===== src/rtl/nmi_router_pkg.sv =====
package nmi_router_pkg;

    localparam int SRC_SERR   = 0;
    localparam int SRC_IOCHK  = 1;
    localparam int SRC_PIN    = 2;
    localparam int SRC_SW     = 3;
    localparam int ST_SMI     = 4;
    localparam int NUM_HW_SRC = 3;
    localparam int NUM_ST     = 5;

    // packed order: redirect is bit 4, falling select bit 3, enables bits 2..0
    typedef struct packed {
        logic                  redir;
        logic                  pin_fall;
        logic [NUM_HW_SRC-1:0] en;
    } ctrl_t;

    localparam int CTRL_W = $bits(ctrl_t);

    typedef struct packed {
        ctrl_t ctrl;
        logic  mask;
        logic  nmi_prev;
        logic  nmi;
        logic  smi;
    } state_t;

endpackage


===== src/rtl/nmi_pin_edge.sv =====
module nmi_pin_edge #(
    parameter int SYNC_STAGES = 2
) (
    input  logic clk,
    input  logic rst_n,
    input  logic pin_i,
    input  logic fall_sel_i,
    output logic edge_o
);
    localparam int CHAIN_W = SYNC_STAGES + 1;

    logic [CHAIN_W-1:0] chain_d, chain_q;
    logic               cur_lvl, old_lvl;

    always_comb begin
        chain_d = {chain_q[CHAIN_W-2:0], pin_i};
    end

    always_ff @(posedge clk or negedge rst_n) begin
        if (!rst_n) chain_q <= '0;
        else        chain_q <= chain_d;
    end

    assign cur_lvl = chain_q[SYNC_STAGES-1];
    assign old_lvl = chain_q[SYNC_STAGES];
    assign edge_o  = fall_sel_i ? (~cur_lvl & old_lvl) : (cur_lvl & ~old_lvl);

endmodule


===== src/rtl/nmi_status_bank.sv =====
module nmi_status_bank #(
    parameter int N = 5
) (
    input  logic         clk,
    input  logic         rst_n,
    input  logic [N-1:0] set_i,
    input  logic [N-1:0] clr_i,
    output logic [N-1:0] st_o
);
    logic [N-1:0] st_d, st_q;

    for (genvar i = 0; i < N; i++) begin : g_bit
        always_comb begin
            if (set_i[i])      st_d[i] = 1'b1;
            else if (clr_i[i]) st_d[i] = 1'b0;
            else               st_d[i] = st_q[i];
        end
    end

    always_ff @(posedge clk or negedge rst_n) begin
        if (!rst_n) st_q <= '0;
        else        st_q <= st_d;
    end

    assign st_o = st_q;

endmodule


===== src/rtl/nmi_req_combine.sv =====
module nmi_req_combine #(
    parameter int N = 3
) (
    input  logic [N-1:0] hw_st_i,
    input  logic [N-1:0] en_i,
    input  logic         sw_st_i,
    output logic         req_o
);
    logic [N-1:0] gated;

    for (genvar i = 0; i < N; i++) begin : g_gate
        assign gated[i] = hw_st_i[i] & en_i[i];
    end

    assign req_o = (|gated) | sw_st_i;

endmodule


===== src/rtl/nmi_router.sv =====
module nmi_router
    import nmi_router_pkg::*;
#(
    parameter int                ADDR_W      = 8,
    parameter int                DATA_W      = 8,
    parameter logic [ADDR_W-1:0] CTRL_ADDR   = 'h10,
    parameter logic [ADDR_W-1:0] STAT_ADDR   = 'h11,
    parameter logic [ADDR_W-1:0] SWTRIG_ADDR = 'h12,
    parameter logic [ADDR_W-1:0] MASK_ADDR   = 'h70,
    parameter int                MASK_BIT    = 7,
    parameter int                SYNC_STAGES = 2
) (
    input  logic              clk,
    input  logic              rst_n,
    input  logic              serr_i,
    input  logic              iochk_i,
    input  logic              nmi_pin_i,
    input  logic              wr_en_i,
    input  logic [ADDR_W-1:0] wr_addr_i,
    input  logic [DATA_W-1:0] wr_data_i,
    input  logic [ADDR_W-1:0] rd_addr_i,
    output logic [DATA_W-1:0] rd_data_o,
    output logic              nmi_o,
    output logic              smi_o
);
    state_t              state_d, state_q;
    logic [NUM_ST-1:0]   st, st_set, st_clr;
    logic                pin_edge, req, nmi_req;
    logic                wr_ctrl, wr_stat, wr_sw, wr_mask;
    logic                mask_w, redir_w;
    logic [NUM_ST-1:0]   stat_w;
    logic                unused_bits;

    assign wr_ctrl = wr_en_i && (wr_addr_i == CTRL_ADDR);
    assign wr_stat = wr_en_i && (wr_addr_i == STAT_ADDR);
    assign wr_sw   = wr_en_i && (wr_addr_i == SWTRIG_ADDR);
    assign wr_mask = wr_en_i && (wr_addr_i == MASK_ADDR);
    assign unused_bits = ^wr_data_i;

    nmi_pin_edge #(.SYNC_STAGES(SYNC_STAGES)) u_pin (
        .clk        (clk),
        .rst_n      (rst_n),
        .pin_i      (nmi_pin_i),
        .fall_sel_i (state_q.ctrl.pin_fall),
        .edge_o     (pin_edge)
    );

    nmi_req_combine #(.N(NUM_HW_SRC)) u_comb (
        .hw_st_i (st[NUM_HW_SRC-1:0]),
        .en_i    (state_q.ctrl.en),
        .sw_st_i (st[SRC_SW]),
        .req_o   (req)
    );

    always_comb begin
        st_set           = '0;
        st_set[SRC_SERR]  = serr_i;
        st_set[SRC_IOCHK] = iochk_i;
        st_set[SRC_PIN]   = pin_edge;
        st_set[SRC_SW]    = wr_sw & wr_data_i[0];
        st_set[ST_SMI]    = state_q.ctrl.redir & req;
        st_clr           = wr_stat ? wr_data_i[NUM_ST-1:0] : '0;
    end

    nmi_status_bank #(.N(NUM_ST)) u_stat (
        .clk   (clk),
        .rst_n (rst_n),
        .set_i (st_set),
        .clr_i (st_clr),
        .st_o  (st)
    );

    assign nmi_req = req & ~state_q.ctrl.redir & ~state_q.mask;

    always_comb begin
        state_d          = state_q;
        if (wr_ctrl) state_d.ctrl = ctrl_t'(wr_data_i[CTRL_W-1:0]);
        if (wr_mask) state_d.mask = wr_data_i[MASK_BIT];
        state_d.nmi      = nmi_req & ~state_q.nmi_prev;
        state_d.nmi_prev = nmi_req;
        state_d.smi      = req & state_q.ctrl.redir;
    end

    always_ff @(posedge clk or negedge rst_n) begin
        if (!rst_n) begin
            state_q      <= '0;
            state_q.mask <= 1'b1;
        end else begin
            state_q <= state_d;
        end
    end

    always_comb begin
        rd_data_o = '0;
        if (rd_addr_i == CTRL_ADDR)      rd_data_o[CTRL_W-1:0] = state_q.ctrl;
        else if (rd_addr_i == STAT_ADDR) rd_data_o[NUM_ST-1:0] = st;
        else if (rd_addr_i == MASK_ADDR) rd_data_o[MASK_BIT]   = state_q.mask;
    end

    assign nmi_o   = state_q.nmi;
    assign smi_o   = state_q.smi;
    assign mask_w  = state_q.mask;
    assign redir_w = state_q.ctrl.redir;
    assign stat_w  = st;

endmodule


===== config.mk =====
export PLATFORM = sky130hd
export DESIGN_NAME = nmi_router
export DESIGN_NICKNAME = d
export VERILOG_FILES = /design/src/rtl/nmi_router_pkg.sv /design/src/rtl/nmi_pin_edge.sv /design/src/rtl/nmi_status_bank.sv /design/src/rtl/nmi_req_combine.sv /design/src/rtl/nmi_router.sv
export SDC_FILE = /design/constraint.sdc
export NUM_CORES = 1
export LEC_CHECK = 0
export ABC_AREA = 0
export BUFFER_PORTS_ARGS = -buffer_cell sky130_fd_sc_hd__buf_2
export CORE_MARGIN = 4
export CORE_UTILIZATION = 30
export CTS_CLUSTER_SIZE = 10
export DETAILED_ROUTE_END_ITERATION = 10
export GPL_ROUTABILITY_DRIVEN = 0
export PLACE_DENSITY = 0.55
export SYNTH_ARGS = -nofsm -noshare
export SYNTH_HDL_FRONTEND = slang
export SYNTH_HIERARCHICAL = 1
export SYNTH_SLANG_ARGS = --single-unit

===== constraint.sdc =====
create_clock -name clk -period 1.56 [get_ports clk]
set_clock_uncertainty 0.1 [all_clocks]
set_input_delay 0.468 -clock clk [delete_from_list [all_inputs] [get_ports clk]]
set_output_delay 0.468 -clock clk [all_outputs]
set_load 0.01 [all_outputs]

Yosys cells after proc, flatten, opt, wreduce, memory -nomap -nowiden

Cells that the tools add are included.

Register bits: 17
Output and inout bits: 10
Bits of input ports: 30
Logic and storage cells: 63

Equal/unequal tests: 7
Bitwise operators: 16
Muxes and demuxes: 17
Reductions and logical operators: 10

Operator list:

| kind               | count |
|---|---|
| $eq 8x5->1 const B | 5 |
| $eq 8x7->1 const B | 2 |
| $mux 5             | 3 |
| $mux 1             | 14 |
| $and 1x1->1        | 10 |
| $reduce_bool 2->1  | 5 |
| $not 1->1          | 5 |
| $logic_and 1x1->1  | 4 |
| $reduce_or 3->1    | 1 |
| $or 1x1->1         | 1 |

Logic depth before layout (Yosys ltp)

Depth after elaboration: 6
Depth in mapped cells: 5
Mapped depth without buffers: 5

By module

The synthesis kept the hierarchy.

Modules (own cells, without submodules):

| module          | seq. area each (µm²) | instances | area each (µm²) | cells an instance |
|---|---|---|---|---|
| nmi_router      | 226.5                | 1         | 551.8           | 54 |
| nmi_status_bank | 125.1                | 1         | 181.4           | 15 |
| nmi_pin_edge    | 75.1                 | 1         | 97.6            | 6 |
| nmi_req_combine | 0.0                  | 1         | 16.3            | 3 |

Worst setup path after synthesis

Ideal clock, no wire load.

Path kind: in2out
Start: in rd_addr_i[7]
End: out rd_data_o[0]
Path buffers: 0
Required time: 992 ps
Cell stages on the path: 3
Slack: -200 ps
Arrival time: 1192 ps
Cell sequence: nor4_1 > nand3_1 > nor2_1

Longest elaborated chain between the ends: 3
Elaborated cells on any way between the ends: 4
Those cells by class: eq/ne (2); mux (2)

Ends and longest elaborated chain:

| element         | line             | text |
|---|---|---|
| start, declared | nmi_router.sv:21 | `input logic [ADDR_W-1:0] rd_addr_i,` |
| $eq 8x5->1      | nmi_router.sv:96 | `else if (rd_addr_i == STAT_ADDR) rd_data_o[NUM_ST-1:0] = st;` |
| $mux 5          | nmi_router.sv:96 |  |
| $mux 5 (*)      | nmi_router.sv:95 | `if (rd_addr_i == CTRL_ADDR) rd_data_o[CTRL_W-1:0] = state_q.ctrl;` |
| end, declared   | nmi_router.sv:22 | `output logic [DATA_W-1:0] rd_data_o,` |

Mark *: on every way between the ends. The rest lies on a longest branch, timed or not.

Worst setup path in the final report

Same ends and word-level chain as after synthesis.

==> impl_metrics.json <==
{
  "ys_ff_latch": 17,
  "dpl.hpwl_mm": 1.49,
  "grtUsageTotal_pct": 10.4,
  "syn_inst": 78,
  "path_cells": "buf_6 -> nor4_4 -> nand3_4 -> nor2_4 -> buf_6",
  "grtUsageMet3_pct": 1.89,
  "cts_max_level": 1,
  "ys_seq_area_share_pct": 50.4,
  "initialDrtViolationCount": 14,
  "path_class": "in -> out",
  "critPathLaunchType": "input port",
  "diodes": 0,
  "use_met2_pct": 18.0,
  "grt_max_degree": 18,
  "numPortBuffers": 35,
  "viasPerCell": 4.54,
  "hold_viol": 0,
  "synth_flop_cell": "dfrtp_1",
  "synth_top_family_by_area": "simple AND/OR/NAND/NOR gates",
  "crit_path_end_kind": "output port",
  "antenna_found_initial": 0,
  "die_h_um": 61.1,
  "synth-edff-count": 0,
  "post-route-period-util_pct": 123,
  "routed_wirelength_mm": 1.74,
  "cts_inserted_buffers": 3,
  "synth_compound_area_share_pct": 6.94,
  "cts-root-buf": "clkbuf_4",
  "cpPeakStageDelay_ns": 0.33,
  "synth.avg_cell_area_um2": 10.9,
  "ys_types": 28,
  "dr.pass1.iters": 2,
  "io_pins": 40,
  "cts_tree": "done",
  "synth-xor-area-share_pct": 0,
  "busiest_layer": "met2",
  "setup_viol": 6,
  "max-cap-violations": 0,
  "setup_ws_ns": -0.353,
  "p_leak_uw": 0.000571,
  "arrival_ns": 1.34,
  "finalSetupTns_ns": -1.99,
  "required_ns": 0.99,
  "synthAdderAreaFrac_pct": 0,
  "critPathSlowestCell": "nor4_4",
  "synthArstFlopShare_pct": 100,
  "wl_per_cell_um": 11.7,
  "layout_commonest_cell": "buf_2",
  "dieArea_mm2": 0.00374,
  "die_x_um": 61.1,
  "rsz0062_at_grt": "true",
  "final_cell_mix": "buf_2, dfrtp_1, buf_6",
  "rows": 19,
  "grt_use_met1_pct": 12.2,
  "critPathBufInv": 2,
  "mappedNetlistArea_um2": 847,
  "grt_pass1_wl_mm": 2.89,
  "peakVddDrop_v": 0.000269,
  "grt_pass1_vias": 717,
  "drive_gt1_share_pct": 50.0,
  "critPathMaxFanout": 5,
  "status": "finished with violations",
  "cts_setup_buffers": 0,
  "vias": 677,
  "fmax_mhz": 523,
  "clockBufferDepth": 2,
  "hp-class": "in -> reg",
  "drc": 0,
  "ant_nets": 0,
  "synthSimpleGateAreaFrac_pct": 23.9,
  "cts_num_sinks": 17,
  "path_common_cell": "buf_6",
  "powerDensity_mw_per_mm2": 693,
  "finalMaxSlewViolations": 0,
  "crit_family": "simple AND/OR/NAND/NOR gates",
  "fill_cells": 271,
  "violations": "negative setup slack",
  "power_uw": 842,
  "start_util_pct": 31.0,
  "nNetsFinal": 149,
  "yosysWarnings": 6,
  "clock_latency_ns": 0.28,
  "period_needed_ns": 1.91,
  "coreArea_mm2": 0.00273,
  "synthMuxAreaShare_pct": 13.9,
  "grt_overflow": 0,
  "cts.clk_slew.worst_paths_ns": 0.09,
  "area_growth_pct": 43.4
}
## layout make-up
class | count | area, µm² | area share, %
Clock buffer | 4 | 26.3 | 2.16
Inverter | 5 | 18.8 | 1.54
Multi-Input combinational cell | 54 | 454 | 37.4
Sequential cell | 17 | 427 | 35.1
Tap cell | 31 | 38.8 | 3.19
Timing Repair Buffer | 38 | 250 | 20.6
## kinds of logic (layout without fill, tap and decap cells)
logic type             Yosys count  after routing
muxes                           11             11
DFF                             17             17
other                            1              2
buffers and inverters            8             47
and+or+nand+nor                 33             33
AOI/OAI and AO/OA                8              8
## registers in the layout, indices dropped and copies added (netlist names)
register,count
mask_w,1
nmi_o,1
redir_w,1
smi_o,1
state_q,5
u_pin/chain_q,3
u_stat/st_o,5
## repair_timing
item / in CTS / in global routing
hold buffers: 1 / 0
hold endpoints to repair: 8 / 0
pin swaps: 3 / 3
resized for setup: 7 / 1
setup endpoints to repair: 6 / 6
## synth_stat cells, drive strengths merged, types with 2 or more instances
library cell	n	area, µm²
a21o	5	37.5
and2	6	37.5
buf	2	15.0
dfrtp	16	400
inv	5	18.8
mux2	6	67.6
mux2i	5	50.1
nand2	3	11.3
nand3	3	20.0
nor2	9	33.8
nor2b	2	12.5
nor4	2	27.5
## per-stage QoR
stage	hold WS, ns	util (%)	cells	setup slack, ns	instance area (µm²)
after floorplan	0.0724	-	79	-0.132	918
after global placement	0.240	41.3	144	-0.388	1130
after detailed placement	0.257	41.3	144	-0.397	1130
after CTS	0.193	44.2	149	-0.380	1210
after global routing	0.166	44.4	149	-0.402	1210
final	0.196	44.4	149	-0.353	1210
## report_power, final
part           total, µW  leakage (µW)  switching [µW]  internal [µW]
Clock                226     0.0000150             127           99.0
Sequential           483      0.000208            14.2            469
Combinational        133      0.000348            63.8           69.6
## routing by layer
layer  up-vias  wire length, µm
li1        341                -
met3         2              141
met4         0               26
met1       306              703
met2        28              871
met5         -                0
## final timing paths
kind | start | slack, ns | cells after the start | to
max in group asynchronous | rst_n | 0.52 | 2 | mask_w$_DFFE_PN1P_
max reg2reg | u_stat/st_o[2]$_DFFE_PN0P_ | 0.35 | 4 | u_stat/st_o[4]$_DFFE_PN0P_
min in group asynchronous | rst_n | 0.53 | 2 | nmi_o$_DFF_PN0_
min reg2reg | u_pin/chain_q[0]$_DFF_PN0_ | 0.27 | 0 | u_pin/chain_q[1]$_DFF_PN0_
min | nmi_pin_i | 0.20 | 1 | u_pin/chain_q[0]$_DFF_PN0_
max | rd_addr_i[7] | -0.35 | 5 | rd_data_o[0]
(Power assumes the default switching activity.)
